File: config.mk
export PLATFORM = sky130hd
export DESIGN_NAME = lbl_victim_sel
export DESIGN_NICKNAME = d
export VERILOG_FILES = /design/src/rtl/lvs_pkg.sv /design/src/rtl/lvs_mask_table.sv /design/src/rtl/lvs_way_pick.sv /design/src/rtl/lbl_victim_sel.sv
export SDC_FILE = /design/constraint.sdc
export NUM_CORES = 1
export LEC_CHECK = 0
export BUFFER_PORTS_ARGS = -buffer_cell sky130_fd_sc_hd__buf_2
export CAP_MARGIN = 0
export CORE_MARGIN = 2
export CORE_UTILIZATION = 45
export CTS_CLUSTER_SIZE = 28
export DETAILED_ROUTE_END_ITERATION = 10
export GPL_TIMING_DRIVEN = 0
export PLACE_DENSITY = 0.59
export SLEW_MARGIN = 25
export SYNTH_ARGS = -nofsm -noshare
export SYNTH_HDL_FRONTEND = slang
export SYNTH_SLANG_ARGS = --single-unit
File: constraint.sdc
create_clock -name clk -period 6.26 [get_ports clk]
set_clock_uncertainty 0.2 [all_clocks]
set_input_delay 0.313 -clock clk [delete_from_list [all_inputs] [get_ports clk]]
set_output_delay 0.313 -clock clk [all_outputs]
set_load 0.05 [all_outputs]
File: src/rtl/lvs_pkg.sv
package lvs_pkg;
   typedef enum logic {
      PICK_LOWEST = 1'b0,
      PICK_ROTATE = 1'b1
   } pick_mode_e;
endpackage

File: src/rtl/lvs_mask_table.sv
module lvs_mask_table #(
   parameter int NUM_WAYS = 16,
   parameter int LABEL_W  = 5
) (
   input  logic                clk,
   input  logic                rst_n,
   input  logic                rd_en,
   input  logic [LABEL_W-1:0]  rd_label,
   input  logic                wr_en,
   input  logic [LABEL_W-1:0]  wr_label,
   input  logic [NUM_WAYS-1:0] wr_mask,
   output logic                held_vld,
   output logic [NUM_WAYS-1:0] held_mask
);
   localparam int DEPTH = 1 << LABEL_W;

   logic [NUM_WAYS-1:0] tbl [DEPTH];
   logic [NUM_WAYS-1:0] rd_raw;

   always_ff @(posedge clk or negedge rst_n) begin
      if (!rst_n) begin
         for (int i = 0; i < DEPTH; i++) tbl[i] <= '1;
      end else if (wr_en) begin
         tbl[wr_label] <= wr_mask;
      end
   end

   assign rd_raw = tbl[rd_label];

   always_ff @(posedge clk or negedge rst_n) begin
      if (!rst_n) begin
         held_vld  <= 1'b0;
         held_mask <= '1;
      end else begin
         held_vld <= rd_en;
         if (rd_en) held_mask <= (rd_raw == '0) ? '1 : rd_raw;
      end
   end

   assert_mask_nonzero_R5: assert property (@(posedge clk) disable iff (!rst_n)
      held_vld |-> (held_mask != '0));
endmodule

File: src/rtl/lvs_way_pick.sv
module lvs_way_pick #(
   parameter int                 NUM_WAYS = 16,
   parameter lvs_pkg::pick_mode_e MODE    = lvs_pkg::PICK_ROTATE,
   localparam int                IDX_W    = $clog2(NUM_WAYS)
) (
   input  logic [NUM_WAYS-1:0] allow,
   input  logic [NUM_WAYS-1:0] valid,
   input  logic [IDX_W-1:0]    ptr,
   output logic [IDX_W-1:0]    way
);
   logic [NUM_WAYS-1:0] free_c;
   logic [IDX_W-1:0]    free_idx;
   logic                free_any;
   logic [IDX_W-1:0]    full_idx;

   assign free_c = allow & ~valid;

   always_comb begin
      free_any = 1'b0;
      free_idx = '0;
      for (int i = NUM_WAYS - 1; i >= 0; i--) begin
         if (free_c[i]) begin
            free_any = 1'b1;
            free_idx = IDX_W'(i);
         end
      end
   end

   generate
      if (MODE == lvs_pkg::PICK_ROTATE) begin : g_rotate
         logic [2*NUM_WAYS-1:0] dbl;
         logic [NUM_WAYS-1:0]   rot;
         logic [IDX_W-1:0]      off;
         assign dbl = {allow, allow} >> ptr;
         assign rot = dbl[NUM_WAYS-1:0];
         always_comb begin
            off = '0;
            for (int i = NUM_WAYS - 1; i >= 0; i--) begin
               if (rot[i]) off = IDX_W'(i);
            end
         end
         assign full_idx = ptr + off;
      end else begin : g_lowest
         always_comb begin
            full_idx = '0;
            for (int i = NUM_WAYS - 1; i >= 0; i--) begin
               if (allow[i]) full_idx = IDX_W'(i);
            end
         end
      end
   endgenerate

   assign way = free_any ? free_idx : full_idx;
endmodule

File: src/rtl/lbl_victim_sel.sv
module lbl_victim_sel #(
   parameter int                 NUM_WAYS = 16,
   parameter int                 LABEL_W  = 5,
   parameter lvs_pkg::pick_mode_e MODE    = lvs_pkg::PICK_ROTATE,
   localparam int                IDX_W    = $clog2(NUM_WAYS)
) (
   input  logic                clk,
   input  logic                rst_n,
   input  logic                lk_start,
   input  logic [LABEL_W-1:0]  lk_label,
   input  logic [NUM_WAYS-1:0] md_valid,
   input  logic [IDX_W-1:0]    md_ptr,
   input  logic                md_hit,
   input  logic                mw_en,
   input  logic [LABEL_W-1:0]  mw_label,
   input  logic [NUM_WAYS-1:0] mw_mask,
   output logic                vic_valid,
   output logic [IDX_W-1:0]    vic_way
);
   generate
      if (NUM_WAYS < 2 || (1 << IDX_W) != NUM_WAYS) begin : g_bad_ways
         $error("NUM_WAYS must be a power of two, at least 2");
      end
      if (LABEL_W < 1 || LABEL_W > 8) begin : g_bad_label
         $error("LABEL_W must lie in 1..8");
      end
   endgenerate

   logic                s1_vld;
   logic [NUM_WAYS-1:0] s1_mask;

   lvs_mask_table #(.NUM_WAYS(NUM_WAYS), .LABEL_W(LABEL_W)) u_tbl (
      .clk       (clk),
      .rst_n     (rst_n),
      .rd_en     (lk_start),
      .rd_label  (lk_label),
      .wr_en     (mw_en),
      .wr_label  (mw_label),
      .wr_mask   (mw_mask),
      .held_vld  (s1_vld),
      .held_mask (s1_mask)
   );

   lvs_way_pick #(.NUM_WAYS(NUM_WAYS), .MODE(MODE)) u_pick (
      .allow (s1_mask),
      .valid (md_valid),
      .ptr   (md_ptr),
      .way   (vic_way)
   );

   assign vic_valid = s1_vld & ~md_hit;

   assert_victim_in_mask_R2: assert property (@(posedge clk) disable iff (!rst_n)
      vic_valid |-> s1_mask[vic_way]);
   assert_free_first_R3: assert property (@(posedge clk) disable iff (!rst_n)
      (vic_valid && ((s1_mask & ~md_valid) != '0)) |-> !md_valid[vic_way]);
   assert_no_victim_on_hit_R6: assert property (@(posedge clk) disable iff (!rst_n)
      md_hit |-> !vic_valid);
   assert_victim_after_start_R7: assert property (@(posedge clk) disable iff (!rst_n)
      vic_valid |-> $past(lk_start));
endmodule

# Word-level counts from Yosys, hierarchy flattened
# Index checks and enable logic that the tools add are counted.
dict set report classes {
  add_sub_neg 1
  n_mul 0
  div 0
  n_lt_le_gt_ge 3
  eq_ne 0
  n_shift 1
  n_mux 56
  bitwise 6
  n_reduce_logical 2
}
# cell n
set ops {}
lappend ops {{512-bit bitwise mux} 1}
lappend ops {{4-bit two-way mux} 33}
lappend ops {{16-bit binary-select mux with 5-bit select} 1}
lappend ops {{16-bit demux with 5-bit select} 1}
lappend ops {{16-bit two-way mux} 4}
lappend ops {{32-bit by 4-bit right shift with 16-bit output} 1}
lappend ops {{16-bit bitwise AND} 1}
lappend ops {{16-bit logical NOT} 1}
lappend ops {{1-bit two-way mux} 16}
lappend ops {{16-bit NOT} 1}
lappend ops {{6-bit greater-or-equal comparator, second input constant} 2}
lappend ops {{5-bit NOT with 6-bit output} 2}
lappend ops {{6-bit by 1-bit less-than comparator with 1-bit output, second input constant} 1}
lappend ops {{4-bit adder} 1}
lappend ops {{1-bit bitwise AND} 1}
lappend ops {{1-bit logical AND} 1}
lappend ops {{1-bit NOT} 1}
dict set report totals {
  reg_bits 529
  latch_bits 0
  ramBits 0
  romBits 0
  in_bits 51
  output_inout_bits 5
  wordCells 103
  mem_count 0
}

# Longest topological paths before layout
# Gate-level depths: netlist (run 1).
dict set report depth {
  ltp_word 19
  mapped_depth 16
}

# Hierarchy
# From an unflattened synthesis (run 1), not the netlist that was laid out.
dict set report unflattened {
  hier_cells 1750
  hier_area_um2 26122.6
}
# module instances cells_each area_each_um2
set modules_own_cells {}
lappend modules_own_cells {lvs_mask_table 1 1579 24679.9}
lappend modules_own_cells {lvs_way_pick 1 170 1428.9}
lappend modules_own_cells {lbl_victim_sel 1 1 13.8}

# Worst setup path before layout (run 1)
# Ideal clock, no wire load.
dict set report synth_timing {
  kind {input to output}
  from {input port md_ptr[0]}
  to {output port vic_way[2]}
  t_arrival_ns 4.306
  required_ns 5.747
  path_slack_ns 1.441
  stages 16
  cell_sequence {buf_6 -> buf_2 -> mux2_2 -> mux4_2 -> and2_1 -> o31a_1 -> o21ai_0 -> a21oi_1 -> o21ai_0 -> a21o_1 -> ha_1 -> inv_1 -> fa_1 -> xnor2_1 -> o21ai_0 -> a21boi_0}
}
dict set report synth_between {
  elab_chain_cells 19
}
# item line
set synth_rtl {}
lappend synth_rtl {{start: declaration} lbl_victim_sel.sv:12} ;# input logic [IDX_W-1:0] md_ptr,
lappend synth_rtl {{32-bit by 4-bit right shift with 16-bit output} lvs_way_pick.sv:34} ;# assign dbl = {allow, allow} >> ptr;
lappend synth_rtl {{4-bit two-way mux (16 in series)} lvs_way_pick.sv:39} ;# if (rot[i]) off = IDX_W'(i);
lappend synth_rtl {{4-bit adder *} lvs_way_pick.sv:42} ;# assign full_idx = ptr + off;
lappend synth_rtl {{4-bit two-way mux *} lvs_way_pick.sv:53} ;# assign way = free_any ? free_idx : full_idx;
lappend synth_rtl {{end: declaration} lbl_victim_sel.sv:18} ;# output logic [IDX_W-1:0] vic_way
# Mark *: on every way between the ends. The rest lies on a longest branch, timed or not.

# Worst setup path in the final report (run 1)
dict set report layout_timing {
  from {input port md_ptr[2]}
  to {output port vic_way[2]}
}
# Same word-level chain as after synthesis.

==> qor.yml, run 1 <==
die:
  die_h_um: 244.2
  rows: 88
  core_um2: 57370
  num_io_pins: 56
  dieWidth_um: 244.2
  initial_core_util_pct: 45.26
  die-area_um2: 59640
final_layout:
  multi_input_area_um2: 11400
  n_antenna_cell: 0
  fin_nets: 2021
  seqCellArea_um2: 13900
  fill_cells: 4889
  drive_above_1_share_pct: 64.80
  syn2layout_area_growth_pct: 13.73
  stdcell_area_um2: 29530
drt:
  viasPerCell: 5.863
  drcViolationCount: 0
  drtIter0Drc: 906
  postRouteAntennaNets: 0
  wire_per_inst_um: 25.97
  first_pass_iters: 7
  wl_um: 72180
  via_count: 16290
grt:
  grt_pass1_vias: 17350
  antenna_found_initial: 0
  grt_max_degree: 98
  overflow: 0
  grt_pass1_wl_um: 109500
  grt_use_total_pct: 24.65
place:
  dpl_cell_area_um2: 27320
  post-dp-hpwl_um: 52230
  post-place-ws_ns: 1.399
  io_buffers: 49
  gp_congestion: 0.8927
min_path:
  hp-class: "input port to asynchronous set/reset pin"
cts:
  cts.path.max_buffers: 3
  hold_buffers: 18
  clk_pin_slew_ns: 0.06
  clockRootBuffer: "clkbuf_16"
  cts_resized: 0
  h-tree-depth: 2
  cts.sinks: 529
  post-cts-setup-buffers: 0
  clk_latency_ns: 0.64
  cts_buffers: 57
  cts_tree: "built"
power_and_ir_drop:
  p_sw_share_pct: 25.40
  power.switching_mw: 2.608
  powerDensity_nw_per_um2: 347.7
  p_comb_share_pct: 17.1
  pwr-share-seq_pct: 47.9
  finalPower_mw: 10.27
  p_clk_share_pct: 35.1
  p_leak_nw: 11.84
  ir_drop_uv: 219.0
  p_int_mw: 7.659
run:
  cap_violations: 0
synth:
  ys_warn_count: 0
  syn_nets: 1889
  ys.flop_type: "dfstp_2"
  syn_avg_cell_area_um2: 14.16
  yosysSeqAreaShare_pct: 53.52
  syn_area_um2: 25970
  synth_edf_count: 0
  synthArstFlopShare_pct: 100.0
  synth_cells: 1834
  synth_cell_types: 55
  ys_ff_latch: 529
critical_path:
  critPathKind: "input port to output port"
  crit_slowest_cell: "clkbuf_1"
  cp_common_cell: "o21ai_0"
  r2r_start: "u_tbl.tbl[86]"
  worstPathCellList: "buf_2 -> clkbuf_1 -> clkbuf_1 -> mux4_1 -> a222oi_1 -> mux2i_1 -> o21ai_0 -> a21oi_1 -> o21ai_0 -> a21o_1 -> ha_1 -> inv_1 -> fa_1 -> xnor2_1 -> o21ai_0 -> a21boi_0 -> buf_2"
  cp.required_ns: 5.75
  crit_fanout: 10
  r2r_slack_ns: 2.87
  max_stage_delay_ns: 0.47
  crit_arrival_ns: 4.35
  startpoint_type: "input port"
  critPathLaunch: "md_ptr[2]"
  endpoint_kind: "output port"
timing:
  hold_viol: 0
  post-route-min-period_ns: 4.860
  slew_headroom_pct: 32.12
  slew_violations: 0
  setup_viol: 0
  period_share_pct: 77.63
  tightestPinTransition_ns: 1.018
  worst_slack_ns: 1.400
  fmax_ghz: 0.2058
  whs_ns: 0.1386
  grt_setup_unrepaired: "no"
status:
  status: "completed"
final timing paths:
path | endpoint | depth (start not counted)
max | vic_way[2] | 17
min | u_tbl.held_vld | 2
max reg2reg | u_tbl.held_mask[6] | 9
min reg2reg | u_tbl.held_mask[8] | 1
max in group asynchronous | u_tbl.tbl[412] | 4
min in group clk | u_tbl.held_vld | 2
cell usage after synthesis (7+ instances only):
master	n	area, um^2
mux4_1	7	183.9
a222oi_1	8	80.08
nand3_1	18	90.09
nand2b_1	9	56.30
nor2b_1	12	75.07
nor4_1	20	125.1
o22a_1	16	140.1
mux4_2	38	855.8
nand2_1	36	135.1
mux2_2	533	6002
clkbuf_1	112	420.4
buf_2	37	185.2
o21ai_0	22	110.1
o22ai_1	64	400.4
mux2i_1	202	2022
inv_1	7	26.28
dfstp_2	528	13870
a22oi_1	16	120.1
a221oi_1	24	210.2
nor2_1	27	101.4
a21oi_1	22	110.1
final cells by class:
| class | count | share of cell area, % |
|---|---|---|
| Timing Repair Buffer | 73 | 1.979 |
| Clock inverter | 31 | 1.356 |
| Sequential cell | 529 | 47.06 |
| Inverter | 7 | 0.08898 |
| Clock buffer | 76 | 5.478 |
| Buffer | 157 | 2.203 |
| Tap cell | 765 | 3.241 |
| Multi-Input combinational cell | 1141 | 38.59 |
cell usage in the layout (no fill, tap or decap), types with 22 or more instances in the layout:
cell	synthesis	final
o21ai_0	22	22
mux2i_1	202	202
a21oi_1	22	22
mux4_2	38	38
mux2_2	533	533
nand2_1	36	36
buf_2	37	85
clkbuf_1	112	119
a221oi_1	24	24
nor2_1	27	25
o22ai_1	64	64
dfstp_2	528	528
clkbuf_16	0	57
cell families (layout without fill, tap and decap cells):
logic type | count (synthesis) | in the layout | share of synthesized area [%]
flops | 529 | 529 | 53.52
buf+inv | 164 | 344 | 2.607
xor+xnor | 3 | 3 | 0.1012
compound gates | 193 | 193 | 5.180
mux | 784 | 784 | 35.08
simple gates | 157 | 157 | 3.286
fa+ha+maj | 4 | 4 | 0.2217
critical path, delay by kind of cell:
kind | cells | cell delay [ns]
AOI/OAI and AO/OA | 7 | 1.32
buffers and inverters | 5 | 1.27
muxes | 2 | 0.65
adders and majority gates | 2 | 0.58
xor gates and xnor gates | 1 | 0.22
state kept, by name, indices dropped and copies added (netlist names):
signal	flops
u_tbl.tbl	512
u_tbl.held_mask	16
u_tbl.held_vld	1
routing by layer:
metal	vias up	share of wire, %	global-route usage (%)
li1	7133	-	-
met1	8626	44	32.54
met2	407	48	40.57
met3	127	4.8	4.456
met4	0	3.4	9.272
met5	-	0	0
power by group through the flow:
stage / clock [mW] / combinational, mW / sequential, mW
3_3_place_gp: 0 / 1.69 / 4.91
5_1_grt: 3.82 / 1.90 / 5.00
4_1_cts: 3.68 / 1.76 / 4.91
2_1_floorplan: 0 / 1.28 / 4.83
6_report: 3.60 / 1.75 / 4.92
3_5_place_dp: 0 / 1.75 / 4.96
through the flow:
stage / cells / util [%] / setup TNS (ns)
final: 2779 / 51.48 / 0
after global placement: 2648 / 47.36 / -1134.63
after global routing: 2779 / 51.48 / 0
after floorplan: 1834 / - / 0
after CTS: 2778 / 51.45 / 0
after detailed placement: 2653 / 47.62 / 0
Note: power is estimated with default switching activity, not from simulation.
==> run 2, diff against run 1 <==
clock period = 4.72 ns   (was 6.26 ns; I/O delays follow)
==> run 2 against run 1 <==
Against the previous run:
- largest power group unchanged
- die area is the same
- flip-flop and latch count is the same
- routed wire length grew 0.13%
- critical path type is now flip-flop to output port
- sequential share of layout area shrank 0.14 points
- global-route usage is the same
- clock power grew 33%
- first-iteration DRC count grew 0.77%
- count of clock-buffer cells in the layout is the same
- non-clock buffer count grew 7
- design area grew 0.30%
- sequential power grew 33%
==> qor.yml, run 2 (same netlist as run 1, synthesis figures left out) <==
status:
  status: "completed"
place:
  post-dp-hpwl_um: 52230  # unchanged
  gp_congestion: 0.8927  # unchanged
  post-place-ws_ns: 0.01303  # -1.386 ns
  io_buffers: 49  # unchanged
  dpl_cell_area_um2: 27320  # unchanged
cts:
  cts_tree: "built"
  h-tree-depth: 2  # unchanged
  cts.sinks: 529  # unchanged
  clk_pin_slew_ns: 0.06  # about the same
  clk_latency_ns: 0.64  # about the same
  cts.path.max_buffers: 3  # unchanged
  clockRootBuffer: "clkbuf_16"
  cts_buffers: 57  # unchanged
drt:
  wire_per_inst_um: 25.94  # -0.12%
  via_count: 16290  # -0.018%
  viasPerCell: 5.847  # -0.27%
  first_pass_iters: 8  # +1
  postRouteAntennaNets: 0  # unchanged
  drtIter0Drc: 913  # +0.77%
  wl_um: 72280  # +0.13%
  drcViolationCount: 0  # unchanged
timing:
  tightestPinTransition_ns: 1.013  # -0.005582 ns
  setup_viol: 0  # unchanged
  post-route-min-period_ns: 4.568
  worst_slack_ns: 0.1515  # -1.249 ns
  finalSetupTns_ns: 0  # unchanged
  slew_headroom_pct: 32.49  # +0.37 points
  fmax_ghz: 0.2189
  period_share_pct: 96.79
  slew_violations: 0  # unchanged
  hold_viol: 0  # unchanged
  grt_setup_unrepaired: "yes"
die:
  num_io_pins: 56  # unchanged
  dieWidth_um: 244.2  # unchanged
  die_h_um: 244.2  # unchanged
  core_um2: 57370  # unchanged
  rows: 88  # unchanged
  die-area_um2: 59640  # unchanged
  initial_core_util_pct: 45.26  # unchanged
final_layout:
  syn2layout_area_growth_pct: 14.07
  stdcell_area_um2: 29620  # +0.30%
  reg_top3: "u_tbl.tbl: 512 flops, u_tbl.held_mask: 16 flops, u_tbl.held_vld: 1 flops"
  top_register: "u_tbl.tbl"
  layout_common_cells: "mux2_2 (532), dfstp_2 (528), mux2i_1 (202)"
  n_antenna_cell: 0  # unchanged
  fill_cells: 4890  # +0.020%
  final_common_cell: "mux2_2"
  drive_above_1_share_pct: 65.41  # +0.62 points
  largest_reg_flops: 512  # unchanged
  fin_nets: 2028  # +0.35%
  final_util_pct: 51.63  # +0.15 points
critical_path:
  r2r_start: "u_tbl.tbl[86]"
  crit_arrival_ns: 4.13  # -0.22 ns
  endpoint_kind: "output port"
  critPathLaunch: "u_tbl.held_mask[14]"
  critPathKind: "flip-flop to output port"
  cp.required_ns: 4.28  # -1.47 ns
  crit_fanout: 7  # -3
  startpoint_type: "flip-flop"
grt:
  antenna_found_initial: 0  # unchanged
  grt_pass1_vias: 17360  # +0.046%
  grt_pass1_wl_um: 109400  # about the same
  grt_max_degree: 98  # unchanged
  grt_use_total_pct: 24.65  # unchanged
  overflow: 0  # unchanged
power_and_ir_drop:
  ir_drop_uv: 288.6  # +32%
  finalPower_mw: 13.66  # +33%
  powerDensity_nw_per_um2: 461.2  # +33%
  p_leak_nw: 11.89  # +0.40%
run:
  cap_violations: 0  # unchanged
min_path:
  hp-class: "input port to asynchronous set/reset pin"
[run 2: cell types whose count changed in the layout (fill, tap and decap cells not counted), sizes merged]
cell / previous run / this run
buf: 100 / 107
[run 2: cell type report]
cell class / instances / area [um^2] / share of cell area (%)
buffer: 157 / 651.9 / 2.201
clock buffer: 76 / 1618 / 5.462
clock inverter: 31 / 400.4 / 1.352
inverter: 7 / 26.28 / 0.08871
multi-input combinational: 1141 / 11420 / 38.56
sequential: 529 / 13900 / 46.92
tap: 765 / 957.2 / 3.232
timing repair buffer: 80 / 644.4 / 2.176
[run 2: stage by stage]
stage | cells | hold WS, ns
floorplan | 1834 | -0.2596
global placement | 2648 | 0.1687
detailed placement | 2653 | 0.09089
CTS | 2779 | 0.03565
global route | 2786 | 0.08773
finish | 2786 | 0.06131
[run 2: critical path, cell delays in order, from the launching register on]
cell,delay [ns]
dfstp_2,0.42
mux4_1,0.55
a222oi_1,0.44
mux2i_1,0.17
or2_2,0.34
nor2_1,0.13
o21bai_2,0.10
a21boi_1,0.14
ha_1,0.25
a21o_1,0.16
a21oi_2,0.13
xnor2_1,0.08
xnor2_1,0.29
a21oi_1,0.11
buf_4,0.20
[run 2: final timing paths]
path,endpoint,slack (ns),depth (start not counted)
min,u_tbl.held_vld,0.06,2
max,vic_way[3],0.15,14
min in group clk,u_tbl.held_vld,0.09,2
min reg2reg,u_tbl.held_mask[8],0.40,1
max in group asynchronous,u_tbl.tbl[412],2.94,4
max reg2reg,u_tbl.held_mask[6],1.34,9
[run 2: metal layers]
metal,share of wire [%],vias up,global-route usage (%)
met2,48,409,40.53
met4,3.5,0,9.362
li1,-,7146,-
met5,0,-,0
met3,4.9,133,4.456
met1,44,8602,32.53
[run 2: repair_timing]
| action | CTS | global route |
|---|---|---|
| hold endpoints to repair | 119 | 0 |
| hold buffers | 18 | 0 |
| setup endpoints to repair | 2 | 3 |
| setup buffers | 1 | 6 |
| gates resized for setup | 2 | 18 |
| pin swaps | 4 | 14 |
| gates cloned | 0 | 0 |
[run 2: power breakdown]
group          switching [mW]  leakage, nW  internal, mW
Clock                    1.88         1.00          2.90
Sequential              0.468         5.53          6.05
Combinational            1.12         5.36          1.24
==> run 3, diff against run 2 <==
CORE_UTILIZATION = 63   (was 45)
PLACE_DENSITY = 0.79   (was 0.59)
==> run 3 against run 2 <==
Against the previous run:
- global-route usage up 6.9 points
- cell count decreased by 8.9%
- sequential share of layout area increased by 0.70 points
- sequential power hardly changed
- die area decreased by 28%
- worst hold slack improved by 0.035 ns
- largest power group unchanged
- design area down 1.5%
- highest routed layer unchanged
- combinational power decreased by 2%
==> qor.yml, run 3 (same netlist as run 1, synthesis figures left out) <==
status:
  status: "completed"
die:
  num_io_pins: 56  # unchanged
  dieWidth_um: 207.0  # -15%
  rows: 74  # -16%
  core_um2: 40740  # -29%
  die-area_um2: 42860  # -28%
  die_h_um: 207.0  # -15%
  initial_core_util_pct: 63.74  # +18 points
timing:
  whs_ns: 0.09615  # +0.03485 ns
  setup_viol: 0  # unchanged
  period_share_pct: 96.00  # -0.79 points
  fmax_ghz: 0.2207  # +0.82%
  slew_violations: 0  # unchanged
  post-route-min-period_ns: 4.531  # -0.03718 ns
  finalSetupTns_ns: 0  # unchanged
  tightestPinTransition_ns: 1.107  # +0.09404 ns
  grt_setup_unrepaired: "no"
  slew_headroom_pct: 25.95  # -6.5 points
  worst_slack_ns: 0.1887  # +0.03718 ns
  hold_viol: 0  # unchanged
final_layout:
  n_antenna_cell: 0  # unchanged
  syn2layout_area_growth_pct: 12.38
  reg_top3: "u_tbl.tbl: 512 flops, u_tbl.held_mask: 16 flops, u_tbl.held_vld: 1 flops"
  top_register: "u_tbl.tbl"
  seqCellArea_um2: 13900  # unchanged
  fill_cells: 2767  # -43%
  fin_nets: 2020  # -0.39%
  multi_input_area_um2: 11380  # -0.38%
  layout_common_cells: "mux2_2 (532), dfstp_2 (528), mux2i_1 (202)"
  final_common_cell: "mux2_2"
  drive_above_1_share_pct: 65.12  # -0.29 points
  layout.cells.non_filler: 2539  # -8.9%
  largest_reg_flops: 512  # unchanged
drt:
  via_count: 16660  # +2.3%
  drtIter0Drc: 1228  # +35%
  first_pass_iters: 5  # -3
  wire_per_inst_um: 26.62  # +2.6%
  viasPerCell: 6.563  # +12%
  postRouteAntennaNets: 0  # unchanged
  drcViolationCount: 0  # unchanged
  wl_um: 67590  # -6.5%
power_and_ir_drop:
  p_sw_share_pct: 24.99  # -0.43 points
  p_clk_share_pct: 34.2  # -0.8 points
  p_comb_share_pct: 17.2  # about the same
  powerDensity_nw_per_um2: 462.1  # +0.20%
  p_leak_nw: 11.81  # -0.69%
  p_int_mw: 10.12  # -0.71%
  pwr-share-seq_pct: 48.6  # +0.9 points
  ir_drop_uv: 376.0  # +30%
  power.switching_mw: 3.369  # -3.0%
critical_path:
  critPathLaunch: "u_tbl.held_mask[14]"
  cp.required_ns: 4.28  # about the same
  crit_end: "vic_way[3]"
  rr_worst_depth: 9  # unchanged
  r2r_end: "u_tbl.held_mask[10]"
  r2r_slack_ns: 1.34  # about the same
  critPathKind: "flip-flop to output port"
  crit_arrival_ns: 4.10  # -0.03 ns
  endpoint_kind: "output port"
  crit_fanout: 7  # unchanged
  r2r_start: "u_tbl.tbl[89]"
  startpoint_type: "flip-flop"
cts:
  cts.sinks: 529  # unchanged
  h-tree-depth: 2  # unchanged
  clockRootBuffer: "clkbuf_16"
  cts_buffers: 53  # -7.0%
  cts.path.max_buffers: 3  # unchanged
  cts_tree: "built"
  clk_pin_slew_ns: 0.06  # about the same
  clk_latency_ns: 0.61  # -0.03 ns
grt:
  grt_pass1_wl_um: 104000  # -5.0%
  overflow: 0  # unchanged
  grt_max_degree: 105  # +7.1%
  grt_use_total_pct: 31.60  # +6.9 points
  grt_pass1_vias: 17750  # +2.3%
  antenna_found_initial: 1  # +1
run:
  cap_violations: 0  # unchanged
place:
  gp_congestion: 0.9388  # +5.2%
  dp_cells: 2421  # -8.7%
  post-place-ws_ns: 0.1087  # +0.09569 ns
  post-dp-hpwl_um: 47740  # -8.6%
  io_buffers: 49  # unchanged
min_path:
  hp-class: "input port to asynchronous set/reset pin"
==> run 3: worst max-delay path: stages (launching register included) <==
cell	delay (ns)
dfstp_2	0.42
mux4_2	0.51
a222oi_1	0.44
mux2i_1	0.17
or2_2	0.34
nor2_1	0.11
o21bai_1	0.09
a21boi_1	0.18
ha_1	0.25
a21o_1	0.19
a21oi_2	0.15
xnor2_1	0.09
xnor2_1	0.16
a21oi_1	0.19
buf_4	0.22
==> run 3: layout make-up <==
cell class,count,share of cell area (%)
flip-flops and latches,529,47.63
multi-input cells,1141,38.99
clock buffers,73,5.317
well taps,532,2.281
plain buffers,157,2.234
repair buffers,76,2.161
clock inverters,24,1.295
inverters,7,0.09004
==> run 3: per-stage QoR <==
step | total power, mW | util (%) | cell area, um^2
floorplan | 8.102 | - | 25970
detailed placement | 8.858 | 66.40 | 27050
global route | 13.99 | 71.63 | 29180
CTS | 13.50 | 71.59 | 29160
finish | 13.48 | 71.63 | 29180
global placement | 8.678 | 65.97 | 26880
==> run 3: metal layers <==
metal  track usage, %  share of wire (%)  wire, um
met1            42.58                 41     28050
met2            51.13                 48     32410
met3            4.215                5.9      3980
met4            15.02                4.7      3155
met5                0                  0         0
==> run 3: what timing repair did <==
action	CTS	global route
pin swaps	1	7
buffers inserted	0	3
hold buffers	18	0
endpoints found under the hold margin	132	0
cloned	0	0
endpoints found under the setup margin	1	3
resized for setup	1	18
==> run 3: power groups by stage <==
| stage | clock, mW | combinational (mW) | sequential [mW] |
|---|---|---|---|
| after floorplan | 0 | 1.70 | 6.40 |
| after global placement | 0 | 2.17 | 6.51 |
| after detailed placement | 0 | 2.27 | 6.59 |
| final | 4.61 | 2.32 | 6.55 |
| after CTS | 4.66 | 2.30 | 6.53 |
| after global routing | 4.84 | 2.49 | 6.66 |
==> run 3: worst min path at each step <==
stage               startpoint        endpoint  slack, ns  depth (start not counted)
global placement      lk_start  u_tbl.held_vld       0.17                          1
detailed placement       rst_n  u_tbl.held_vld       0.11                          2
floorplan                rst_n  u_tbl.held_vld      -0.26                          0
global route          lk_start  u_tbl.held_vld       0.11                          2
finish                   rst_n  u_tbl.held_vld        0.1                          3
CTS                      rst_n  u_tbl.held_vld       0.08                          3
